<file path="src/rtl/stkseq_pkg.sv">
package stkseq_pkg;

   // Operation codes carried on op_i
   typedef enum logic [1:0] {
      OP_INT_ENTRY  = 2'b00,
      OP_CALL       = 2'b01,
      OP_INT_RETURN = 2'b10,
      OP_SUB_RETURN = 2'b11
   } stk_op_e;

   // Entry and call write to the stack; both returns read from it.
   function automatic logic op_is_push(input stk_op_e op);
      return (op == OP_INT_ENTRY) || (op == OP_CALL);
   endfunction

   // Only the interrupt pair moves the status byte.
   function automatic logic op_has_status(input stk_op_e op);
      return (op == OP_INT_ENTRY) || (op == OP_INT_RETURN);
   endfunction

endpackage

</file>
<file path="src/rtl/stkseq_ptr.sv">
module stkseq_ptr #(
   parameter int               PTR_W  = 8,
   parameter logic [PTR_W-1:0] SP_RST = '1
) (
   input  logic             clk,
   input  logic             rst_n,
   input  logic             push_stb_i,
   input  logic             pop_stb_i,
   output logic [PTR_W-1:0] sp_o,
   output logic [PTR_W-1:0] sp_up_o
);

   logic [PTR_W-1:0] sp_q;

   // Pre-incremented value: read address and next pointer on a pop
   assign sp_up_o = sp_q + PTR_W'(1);
   assign sp_o    = sp_q;

   // Post-decrement on push, pre-increment on pop, natural wrap
   always_ff @(posedge clk or negedge rst_n) begin
      if (!rst_n) begin
         sp_q <= SP_RST;
      end else if (push_stb_i) begin
         sp_q <= sp_q - PTR_W'(1);
      end else if (pop_stb_i) begin
         sp_q <= sp_up_o;
      end
   end

endmodule

</file>
<file path="src/rtl/stkseq_ctrl.sv">
module stkseq_ctrl
   import stkseq_pkg::*;
#(
   parameter int PC_BYTES = 2,
   parameter int STEP_W   = 2
) (
   input  logic              clk,
   input  logic              rst_n,
   input  logic              start_i,
   input  stk_op_e           op_i,
   output logic              accept_o,
   output stk_op_e           op_o,
   output logic [STEP_W-1:0] step_o,
   output logic              push_stb_o,
   output logic              pop_stb_o,
   output logic              done_o
);

   localparam logic [STEP_W-1:0] LAST_PC_ONLY = STEP_W'(PC_BYTES - 1);
   localparam logic [STEP_W-1:0] LAST_WITH_ST = STEP_W'(PC_BYTES);

   logic              busy_q;
   logic              done_q;
   stk_op_e           op_q;
   logic [STEP_W-1:0] step_q;
   logic [STEP_W-1:0] last_step;
   logic              at_last;

   // A request is taken only while no sequence runs
   assign accept_o  = start_i && !busy_q;
   assign last_step = op_has_status(op_q) ? LAST_WITH_ST : LAST_PC_ONLY;
   assign at_last   = busy_q && (step_q == last_step);

   always_ff @(posedge clk or negedge rst_n) begin
      if (!rst_n) begin
         busy_q <= 1'b0;
         done_q <= 1'b0;
         op_q   <= OP_INT_ENTRY;
         step_q <= '0;
      end else begin
         done_q <= at_last;
         if (accept_o) begin
            busy_q <= 1'b1;
            op_q   <= op_i;
            step_q <= '0;
         end else if (at_last) begin
            busy_q <= 1'b0;
            step_q <= '0;
         end else if (busy_q) begin
            step_q <= step_q + STEP_W'(1);
         end
      end
   end

   assign op_o       = op_q;
   assign step_o     = step_q;
   assign push_stb_o = busy_q && op_is_push(op_q);
   assign pop_stb_o  = busy_q && !op_is_push(op_q);
   assign done_o     = done_q;

endmodule

</file>
<file path="src/rtl/stkseq_data.sv">
module stkseq_data
   import stkseq_pkg::*;
#(
   parameter int                DATA_W      = 8,
   parameter int                PC_W        = 16,
   parameter int                PAGE_W      = 8,
   parameter int                STEP_W      = 2,
   parameter int                BRK_BIT     = 4,
   parameter int                IDIS_BIT    = 2,
   parameter bit                PAGE_SEL_EN = 1'b1,
   parameter logic [PAGE_W-1:0] PAGE0_HI    = 8'h00,
   parameter logic [PAGE_W-1:0] PAGE1_HI    = 8'h01
) (
   input  logic              clk,
   input  logic              rst_n,
   input  logic              accept_i,
   input  stk_op_e           op_acc_i,
   input  logic [PC_W-1:0]   pc_i,
   input  logic [DATA_W-1:0] status_i,
   input  logic              brk_i,
   input  logic              page_sel_i,
   input  stk_op_e           op_q_i,
   input  logic [STEP_W-1:0] step_i,
   input  logic              pop_stb_i,
   input  logic [DATA_W-1:0] rdata_i,
   output logic [DATA_W-1:0] wdata_o,
   output logic [PAGE_W-1:0] page_hi_o,
   output logic [PC_W-1:0]   pc_o,
   output logic [DATA_W-1:0] status_o
);

   localparam int                PC_BYTES  = PC_W / DATA_W;
   localparam logic [DATA_W-1:0] IDIS_MASK = DATA_W'(1) << IDIS_BIT;

   logic [PC_W-1:0]   pc_lat;
   logic [DATA_W-1:0] st_lat;
   logic [DATA_W-1:0] st_push;
   logic [DATA_W-1:0] status_q;
   logic              stat_step;
   int                pop_idx;

   // Break bit of the saved status follows the cause of entry
   always_comb begin
      st_push          = status_i;
      st_push[BRK_BIT] = brk_i;
   end

   // Capture everything at acceptance so later input changes do not matter
   always_ff @(posedge clk or negedge rst_n) begin
      if (!rst_n) begin
         pc_lat <= '0;
         st_lat <= '0;
      end else if (accept_i) begin
         pc_lat <= pc_i;
         st_lat <= st_push;
      end
   end

   // Push order: most significant PC byte first, status last
   always_comb begin
      wdata_o = st_lat;
      for (int b = 0; b < PC_BYTES; b++) begin
         if (int'(step_i) == PC_BYTES - 1 - b) begin
            wdata_o = pc_lat[b*DATA_W +: DATA_W];
         end
      end
   end

   // Pop order: status first (when present), then PC bytes from least significant
   always_comb begin
      stat_step = op_has_status(op_q_i) && (step_i == '0);
      pop_idx   = int'(step_i) - (op_has_status(op_q_i) ? 1 : 0);
   end

   always_ff @(posedge clk or negedge rst_n) begin
      if (!rst_n) begin
         status_q <= IDIS_MASK;
      end else if (accept_i && (op_acc_i == OP_INT_ENTRY)) begin
         status_q <= status_i | IDIS_MASK;
      end else if (pop_stb_i && stat_step) begin
         status_q <= rdata_i;
      end
   end
   assign status_o = status_q;

   for (genvar g = 0; g < PC_BYTES; g++) begin : g_pc_byte
      logic [DATA_W-1:0] byte_q;
      always_ff @(posedge clk or negedge rst_n) begin
         if (!rst_n) begin
            byte_q <= '0;
         end else if (pop_stb_i && !stat_step && (pop_idx == g)) begin
            byte_q <= rdata_i;
         end
      end
      assign pc_o[g*DATA_W +: DATA_W] = byte_q;
   end

   // Page high byte: selectable or fixed variant
   if (PAGE_SEL_EN) begin : g_page_sel
      logic page_lat;
      always_ff @(posedge clk or negedge rst_n) begin
         if (!rst_n) begin
            page_lat <= 1'b0;
         end else if (accept_i) begin
            page_lat <= page_sel_i;
         end
      end
      assign page_hi_o = page_lat ? PAGE1_HI : PAGE0_HI;
   end else begin : g_page_fixed
      logic unused_page_sel;
      assign unused_page_sel = page_sel_i;
      assign page_hi_o       = PAGE0_HI;
   end

endmodule

</file>
<file path="src/rtl/stack_sequencer.sv">
module stack_sequencer
   import stkseq_pkg::*;
#(
   parameter int                DATA_W      = 8,
   parameter int                PTR_W       = 8,
   parameter int                PAGE_W      = 8,
   parameter int                PC_W        = 16,
   parameter int                BRK_BIT     = 4,
   parameter int                IDIS_BIT    = 2,
   parameter bit                PAGE_SEL_EN = 1'b1,
   parameter logic [PAGE_W-1:0] PAGE0_HI    = 8'h00,
   parameter logic [PAGE_W-1:0] PAGE1_HI    = 8'h01,
   parameter logic [PTR_W-1:0]  SP_RST      = '1
) (
   input  logic                    clk,
   input  logic                    rst_n,
   input  logic                    start_i,
   input  logic [1:0]              op_i,
   input  logic                    brk_i,
   input  logic                    page_sel_i,
   input  logic [PC_W-1:0]         pc_i,
   input  logic [DATA_W-1:0]       status_i,
   input  logic [DATA_W-1:0]       mem_rdata_i,
   output logic [PAGE_W+PTR_W-1:0] mem_addr_o,
   output logic [DATA_W-1:0]       mem_wdata_o,
   output logic                    mem_we_o,
   output logic                    mem_re_o,
   output logic [PTR_W-1:0]        sp_o,
   output logic [PC_W-1:0]         pc_o,
   output logic [DATA_W-1:0]       status_o,
   output logic                    done_o
);

   localparam int PC_BYTES = PC_W / DATA_W;
   localparam int STEP_W   = $clog2(PC_BYTES + 1);

   // Elaboration-time parameter checks
   if ((PC_W % DATA_W) != 0 || PC_BYTES < 1) begin : g_bad_pc_w
      $error("PC_W must be a non-zero multiple of DATA_W");
   end
   if (BRK_BIT >= DATA_W || IDIS_BIT >= DATA_W || BRK_BIT == IDIS_BIT) begin : g_bad_flags
      $error("flag bit positions must be distinct and inside the status byte");
   end
   if (PAGE_SEL_EN && (PAGE0_HI == PAGE1_HI)) begin : g_bad_pages
      $error("the two stack pages must differ");
   end

   stk_op_e           op_q;
   logic [STEP_W-1:0] step;
   logic              accept;
   logic              push_stb;
   logic              pop_stb;
   logic [PTR_W-1:0]  sp;
   logic [PTR_W-1:0]  sp_up;
   logic [PAGE_W-1:0] page_hi;

   stkseq_ctrl #(
      .PC_BYTES (PC_BYTES),
      .STEP_W   (STEP_W)
   ) u_ctrl (
      .clk        (clk),
      .rst_n      (rst_n),
      .start_i    (start_i),
      .op_i       (stk_op_e'(op_i)),
      .accept_o   (accept),
      .op_o       (op_q),
      .step_o     (step),
      .push_stb_o (push_stb),
      .pop_stb_o  (pop_stb),
      .done_o     (done_o)
   );

   stkseq_ptr #(
      .PTR_W  (PTR_W),
      .SP_RST (SP_RST)
   ) u_ptr (
      .clk        (clk),
      .rst_n      (rst_n),
      .push_stb_i (push_stb),
      .pop_stb_i  (pop_stb),
      .sp_o       (sp),
      .sp_up_o    (sp_up)
   );

   stkseq_data #(
      .DATA_W      (DATA_W),
      .PC_W        (PC_W),
      .PAGE_W      (PAGE_W),
      .STEP_W      (STEP_W),
      .BRK_BIT     (BRK_BIT),
      .IDIS_BIT    (IDIS_BIT),
      .PAGE_SEL_EN (PAGE_SEL_EN),
      .PAGE0_HI    (PAGE0_HI),
      .PAGE1_HI    (PAGE1_HI)
   ) u_data (
      .clk        (clk),
      .rst_n      (rst_n),
      .accept_i   (accept),
      .op_acc_i   (stk_op_e'(op_i)),
      .pc_i       (pc_i),
      .status_i   (status_i),
      .brk_i      (brk_i),
      .page_sel_i (page_sel_i),
      .op_q_i     (op_q),
      .step_i     (step),
      .pop_stb_i  (pop_stb),
      .rdata_i    (mem_rdata_i),
      .wdata_o    (mem_wdata_o),
      .page_hi_o  (page_hi),
      .pc_o       (pc_o),
      .status_o   (status_o)
   );

   // Writes go to the pointer itself, reads to the pointer plus one
   assign mem_addr_o = {page_hi, (pop_stb ? sp_up : sp)};
   assign mem_we_o   = push_stb;
   assign mem_re_o   = pop_stb;
   assign sp_o       = sp;

endmodule

</file>
<file path="config.mk">
export PLATFORM = sky130hd
export DESIGN_NAME = stack_sequencer
export DESIGN_NICKNAME = d
export VERILOG_FILES = /design/src/rtl/stkseq_pkg.sv /design/src/rtl/stkseq_ptr.sv /design/src/rtl/stkseq_ctrl.sv /design/src/rtl/stkseq_data.sv /design/src/rtl/stack_sequencer.sv
export SDC_FILE = /design/constraint.sdc
export NUM_CORES = 1
export LEC_CHECK = 0
export ABC_AREA = 1
export CAP_MARGIN = 20
export CORE_ASPECT_RATIO = 0.75
export CORE_MARGIN = 2
export CORE_UTILIZATION = 35
export CTS_CLUSTER_SIZE = 12
export DETAILED_ROUTE_END_ITERATION = 16
export PLACE_DENSITY = 0.75
export SLEW_MARGIN = 5
export SYNTH_ARGS = -nofsm -noshare
export SYNTH_HDL_FRONTEND = slang
export SYNTH_HIERARCHICAL = 1
export SYNTH_SLANG_ARGS = --single-unit
</file>
<file path="constraint.sdc">
create_clock -name clk -period 1.87 [get_ports clk]
set_input_delay 0.374 -clock clk [delete_from_list [all_inputs] [get_ports clk]]
set_output_delay 0.374 -clock clk [all_outputs]
set_load 0.01 [all_outputs]
</file>
==> metrics.cfg, run 1 <==
[clock_network]
cts_tree = done
htreeDepth = 3
root_buffer = clkbuf_16
clock_latency_ns = 0.32
clk_pin_slew_worst_paths_ns = 0.05
clk_path_buf_depth = 2
clock_sinks = 63
cts_buffers = 9
ctsHoldBuffers = 0

[finish]
diodes = 0
drive_gt1_share_pct = 28.1
nNetsFinal = 588
fill_cells = 902
area_delta_synth_final_pct = 49.5
register_area_um2 = 1590
multiInputGateArea_um2 = 1640
final_cell_area_um2 = 5060

[setup_path]
crit_buf_inv = 4
cp.arrival_ns = 1.66
cp_top_family = flip-flops
end_kind = primary output
rr_startpoint = u_ctrl/op_o[0]
crit_chain = buf_6 > buf_4 > inv_4 > ha_4 > nand2_1 > nand2_1 > buf_2
start_kind = flip-flop
path_max_fanout = 3
worstPathRequired_ns = 1.50
critPathMostFrequentCell = nand2_1
cp_slowest_stage_delay_ns = 0.57
worstSetupPathType = flip-flop to primary output
cp-startpoint = u_ptr/sp_o[1]
cp_slowest_cell = dfstp_2

[die]
core_um2 = 9540
die_w_um = 118
io_pins = 98
dieArea_um2 = 10500
rows = 31
start_util_pct = 35.5
die_h_um = 89.2

[global_route]
grt_overflow = 0
grt_pass1_vias = 3003
grt_use_total_pct = 17.6
antenna_found_initial = 0
grt_max_degree = 26
grt_pass1_wl_um = 14600

[sta]
fin_crit_sh_pct = 109
fmax_mhz = 492
post-route-min-period_ns = 2.03
worst_pin_slew_ns = 0.549
finalSetupTns_ns = -0.742
finalSetupViolCount = 7
fin_skew_ns = 0.00561
maxSlewViolCount = 0
hold_violations = 0
setup_slack_ns = -0.164
rsz0062_at_grt = yes
slew_headroom_pct = 63.4

[power]
p_sw_share_pct = 39.6
power.density_nw_per_um2 = 1940
p_comb_share_pct = 56.0
vdd_ir_drop_max_uv = 840
pwr-share-clk_pct = 17.8
power.share.sequential_pct = 26.2
leakagePower_uw = 0.00246
switching_power_uw = 3880
p_int_uw = 5920

[hold_path]
hp-class = input pin to async pin

[routing]
num_vias = 3255
drtIter0Drc = 210
ant_nets = 0
wl_um = 9370
drc = 0
wl_per_cell_um = 13.8
first_pass_iters = 4
vias_per_cell = 4.78

[run]
maxCapViolCount = 0

[synthesis]
syn-instance-count = 409
synth_top_area_cell = dfrtp_1
ys_seq_area_share_pct = 46.9
syn_avg_cell_area_um2 = 8.28
yosysUniqueCellTypes = 32
synthTopCellsByArea = dfrtp_1 (40%), nand2_1 (17%), dfstp_2 (7.0%)
yosys_register_bits = 63
synth_top_area_share_pct = 39.9
yosys_warnings = 6
netlist_area_um2 = 3390

[place]
place_area_um2 = 4600
place_congestion = 0.874
port_buffers = 90
hpwl_um = 6920
place_ws_ns = -0.224

[status]
status = finished with violations
violations = setup timing

## stage by stage
step	total power [uW]	cells	util [%]	hold WS [ns]
2_1_floorplan	5290	415	-	0.0784
3_3_place_gp	7670	650	48.3	0.380
3_5_place_dp	7800	650	48.3	0.396
4_1_cts	9620	670	52.1	0.0545
5_1_grt	10500	681	53.0	0.0756
6_report	9800	681	53.0	0.0397
## synth_stat cells
master    instances
nand2_1         152
dfrtp_1          54
nand3_1          26
inv_1            22
nor2_1           22
nand4_1          18
mux2_2           17
buf_4            10
dfstp_2           9
inv_2             9
o21ai_0           9
o211ai_1          8
nor2_2            7
o21ai_1           7
buf_2             5
nand2_2           5
ha_1              4
buf_6             3
nand3_2           3
nor2_4            3
clkbuf_1          2
nand2_4           2
xnor2_1           2
xor2_1            2
a21oi_1           1
a22oi_1           1
buf_1             1
clkinv_1          1
conb_1            1
nand3_4           1
o21ai_2           1
xor2_2            1
## layout make-up
| class | instances | area share [%] |
|---|---|---|
| Sequential cell | 63 | 31.4 |
| Timing Repair Buffer | 140 | 24.3 |
| Tap cell | 132 | 3.26 |
| Clock buffer | 11 | 4.80 |
| Inverter | 32 | 2.50 |
| Clock inverter | 4 | 1.38 |
| Multi-Input combinational cell | 299 | 32.3 |
## path summary, 6_finish.rpt
kind	to	slack, ns	cells past startpoint
min in group clk	u_data/g_pc_byte[1].byte_q[2]	0.47	2
max	mem_addr_o[1]	-0.16	7
max in group asynchronous	u_data/pc_lat[5]	1.19	2
min	u_data/status_o[3]	0.04	1
min reg2reg	u_data/g_pc_byte[1].byte_q[2]	0.47	2
max reg2reg	u_data/g_pc_byte[1].byte_q[1]	0.20	8
## sequential cells by signal (all words and copies together), names as in the netlist
name                        cells
u_data/g_pc_byte.byte_q        16
u_ctrl/op_o                     2
u_ptr/sp_o                      8
u_data/pc_lat                  16
u_ctrl/busy_q                   1
u_data/status_o                 8
u_ctrl/done_o                   1
u_ctrl/step_o                   2
u_data/st_lat                   8
u_data/g_page_sel.page_lat      1
## kinds of logic after synthesis
family          Yosys count  synth area share (%)
fa+ha+maj                 4                  1.48
mux                      17                  5.65
xor+xnor                  5                  1.52
compound gates           27                  4.77
other cells               1                 0.111
buf+inv                  53                  7.83
simple gates            239                  31.7
flops                    63                  46.9
## what timing repair did
item,4_1_cts,5_1_grt
endpoints found under the hold margin,0,0
setup endpoints to repair,25,16
buffers inserted,5,12
pin swaps,6,16
gates resized for setup,80,20
## power by group through the flow
| stage | sequential, uW | combinational, uW | clock (uW) |
|---|---|---|---|
| floorplan | 2680 | 2610 | 0 |
| global placement | 2530 | 5130 | 0 |
| detailed placement | 2560 | 5240 | 0 |
| CTS | 2570 | 5260 | 1780 |
| global route | 2640 | 5990 | 1840 |
| finish | 2570 | 5490 | 1740 |
## cell usage in the layout, fill, tap and decap left out, types with 2 or more instances in the layout
master	count
nand2_1	151
clkdlybuf4s50_1	64
dfrtp_1	53
buf_4	42
nand3_1	24
inv_1	20
nor2_1	19
nand4_1	18
mux2_2	17
buf_2	15
inv_2	9
clkbuf_16	9
nor2_2	9
o21ai_0	9
dfstp_2	9
dlygate4sd2_1	8
o211ai_1	8
conb_1	7
buf_6	6
o21ai_1	6
nand2_2	5
nor2_4	4
nand3_2	4
clkinv_2	3
nand2_4	3
bufinv_16	2
clkbuf_2	2
buf_12	2
o21ai_2	2
nand3_4	2
ha_1	2
inv_4	2
xor2_2	2
ha_4	2
## metal layers
layer  global-route usage (%)  wire (um)  vias to the layer above
li1                         -          -                     1579
met1                     23.2       4260                     1531
met2                     29.8       4350                      139
met3                     4.53        692                        6
met4                     3.72         61                        0
met5                        0          0                        -
(Power assumes the default switching activity.)
==> run 2: changes to the inputs <==
CORE_UTILIZATION = 30   (was 35)
PLACE_DENSITY = 0.69   (was 0.75)
SYNTH_HIERARCHICAL = default   (was 1)
==> metrics.cfg, run 2 <==
[status]
status = finished with violations
violations = setup timing

[sta]
hold_violations = 0  ; unchanged
rsz0062_at_grt = yes
fin_crit_sh_pct = 109  ; +0.35 points
fmax_mhz = 490  ; -0.32%
fin_skew_ns = 0.00972  ; +0.00411 ns
post-route-min-period_ns = 2.04  ; +0.00655 ns
maxSlewViolCount = 0  ; unchanged
finalSetupViolCount = 13  ; +6
setup_slack_ns = -0.171  ; -0.00655 ns
finalSetupTns_ns = -1.35  ; -0.612 ns

[synthesis]
netlist_area_um2 = 3150  ; -6.9%
synth_enable_flop_cells = 0  ; unchanged
synth_common_cells = nand2_1 (158), dfrtp_1 (54), inv_1 (38), o21ai_0 (37), nand3_1 (21)
synth_most_common_cell = nand2_1
ys_seq_area_share_pct = 50.4  ; +3.5 points
syn_avg_cell_area_um2 = 8.02  ; -3.1%
synth_top_area_share_pct = 42.9  ; +2.9 points
synthTopCellsByArea = dfrtp_1 (43%), nand2_1 (19%), dfstp_2 (7.5%)
synthFlopType = dfrtp_1
yosysUniqueCellTypes = 24  ; -25%
async_flop_share_pct = 100  ; unchanged
syn-instance-count = 393  ; -3.9%
yosys_register_bits = 63  ; unchanged
yosys_warnings = 0  ; -6
synth_top_area_cell = dfrtp_1

[routing]
ant_nets = 0  ; unchanged
drtIter0Drc = 174  ; -17%
first_pass_iters = 4  ; unchanged
num_vias = 3105  ; -4.6%
wl_um = 9230  ; -1.5%
drc = 0  ; unchanged
vias_per_cell = 4.52  ; -5.4%
wl_per_cell_um = 13.4  ; -2.3%

[place]
dp.cells = 637  ; -2.0%
port_buffers = 90  ; unchanged
place_area_um2 = 4380  ; -4.8%
hpwl_um = 6040  ; -13%
place_congestion = 0.827  ; -5.3%
place_ws_ns = -0.251  ; -0.0267 ns

[power]
power.share.sequential_pct = 26.9  ; +0.7 points
vdd_ir_drop_max_uv = 705  ; -16%
power.density_nw_per_um2 = 1820  ; -6.2%
p_sw_share_pct = 38.9  ; -0.67 points
switching_power_uw = 3680  ; -5.1%
leakagePower_uw = 0.00256  ; +4.2%
p_int_uw = 5780  ; -2.4%
p_comb_share_pct = 56.1  ; about the same
pwr-share-clk_pct = 17.0  ; -0.8 points

[hold_path]
hp-class = input pin to async pin

[clock_network]
ctsHoldBuffers = 0  ; unchanged
htreeDepth = 3  ; unchanged
cts_buffers = 9  ; unchanged
clock_sinks = 63  ; unchanged
clock_latency_ns = 0.33  ; about the same
root_buffer = clkbuf_16
clk_pin_slew_worst_paths_ns = 0.05  ; about the same
clk_path_buf_depth = 2  ; unchanged
cts_tree = done

[die]
core_um2 = 10200  ; +7.4%
die_h_um = 92.8  ; +4.0%
dieArea_um2 = 11400  ; +8.3%
rows = 32  ; +3.2%
start_util_pct = 30.8  ; -4.7 points
io_pins = 98  ; unchanged
die_w_um = 122  ; +4.1%

[run]
maxCapViolCount = 0  ; unchanged

[setup_path]
start_kind = flip-flop
cp.arrival_ns = 1.67  ; about the same
cp-startpoint = u_ptr.sp_o[1]
rr_startpoint = u_ptr.sp_o[0]
end_kind = primary output
worstSetupPathType = flip-flop to primary output
worstPathRequired_ns = 1.50  ; about the same
reg2reg_depth = 14  ; +6
path_max_fanout = 3  ; unchanged

[finish]
most-common-layout-cells = nand2_1 (139), clkdlybuf4s50_1 (64), dfrtp_1 (51)
fill_cells = 980  ; +8.6%
layout_commonest_cell = nand2_1
final_cell_area_um2 = 5210  ; +2.9%
nNetsFinal = 591  ; +0.51%
register_area_um2 = 1590  ; +0.16%
diodes = 0  ; unchanged
fin_cells = 687  ; +0.88%
multiInputGateArea_um2 = 1560  ; -5.0%
drive_gt1_share_pct = 34.1  ; +6.1 points
area_delta_synth_final_pct = 65.2
largest_registers = u_data.g_pc_byte.byte_q x16, u_data.pc_lat x16

[global_route]
grt_pass1_vias = 3113  ; +3.7%
grt_pass1_wl_um = 14800  ; +1.0%
antenna_found_initial = 0  ; unchanged
grt_overflow = 0  ; unchanged
grt_use_total_pct = 16.7  ; -0.90 points
grt_max_degree = 64  ; +150%

## run 2: what timing repair did
action / 4_1_cts / 5_1_grt
resized for setup: 143 / 47
setup endpoints to repair: 25 / 42
cloned: 1 / 0
pin swaps: 20 / 25
buffers inserted: 24 / 13
## run 2: worst paths after layout
path                                            to  slack [ns]
worst min-delay path              u_data.pc_lat[4]        0.07
min in group clk                u_data.status_o[2]        0.46
worst max-delay path                 mem_addr_o[1]       -0.17
worst max register to register       u_ptr.sp_o[5]        0.05
worst min register to register  u_data.status_o[2]        0.46
max in group asynchronous            u_ptr.sp_o[4]        1.49
## run 2: cell families (layout without fill, tap and decap cells)
logic type	Yosys count	count (layout)	synth area share, %
compound gates	56	56	10.9
fa+ha+maj	6	6	2.38
xor+xnor	3	3	0.833
other cells	1	7	0.119
buf+inv	59	211	8.81
flops	63	63	50.4
simple gates	205	205	26.6
## run 2: power groups by stage
stage	clock [uW]	combinational [uW]	sequential, uW
2_1_floorplan	0	1980	2620
3_3_place_gp	0	4280	2460
3_5_place_dp	0	4370	2470
4_1_cts	1660	4900	2520
5_1_grt	1710	5850	2620
6_report	1610	5310	2540
## run 2: worst max-delay path: stages, from the launching register on
cell     delay (ns)
dfstp_2        0.56
buf_6          0.12
buf_6          0.10
inv_4          0.04
ha_4           0.25
nand2_2        0.05
o21ai_2        0.07
buf_2          0.15
## run 2: per-stage QoR
| step | utilization [%] | hold slack (ns) | power [uW] |
|---|---|---|---|
| finish | 50.8 | 0.0714 | 9460 |
| global route | 50.8 | 0.0954 | 10200 |
| CTS | 48.9 | 0.0762 | 9080 |
| detailed placement | 42.8 | 0.419 | 6840 |
| global placement | 42.8 | 0.417 | 6740 |
| floorplan | - | 0.0784 | 4590 |
## run 2: area by class of cell
| class | instances | area share (%) |
|---|---|---|
| clock inverters | 6 | 1.18 |
| flip-flops and latches | 63 | 30.5 |
| repair buffers | 155 | 27.8 |
| multi-input cells | 277 | 29.9 |
| clock buffers | 10 | 4.39 |
| well taps | 136 | 3.27 |
| inverters | 40 | 2.98 |
## run 2: routing by layer
layer	vias to the layer above	GRT usage, %	share of wire, %
li1	1527	-	-
met1	1473	21.4	45
met2	91	27.3	47
met3	14	4.19	6.1
met4	0	5.75	1.7
met5	-	0	0
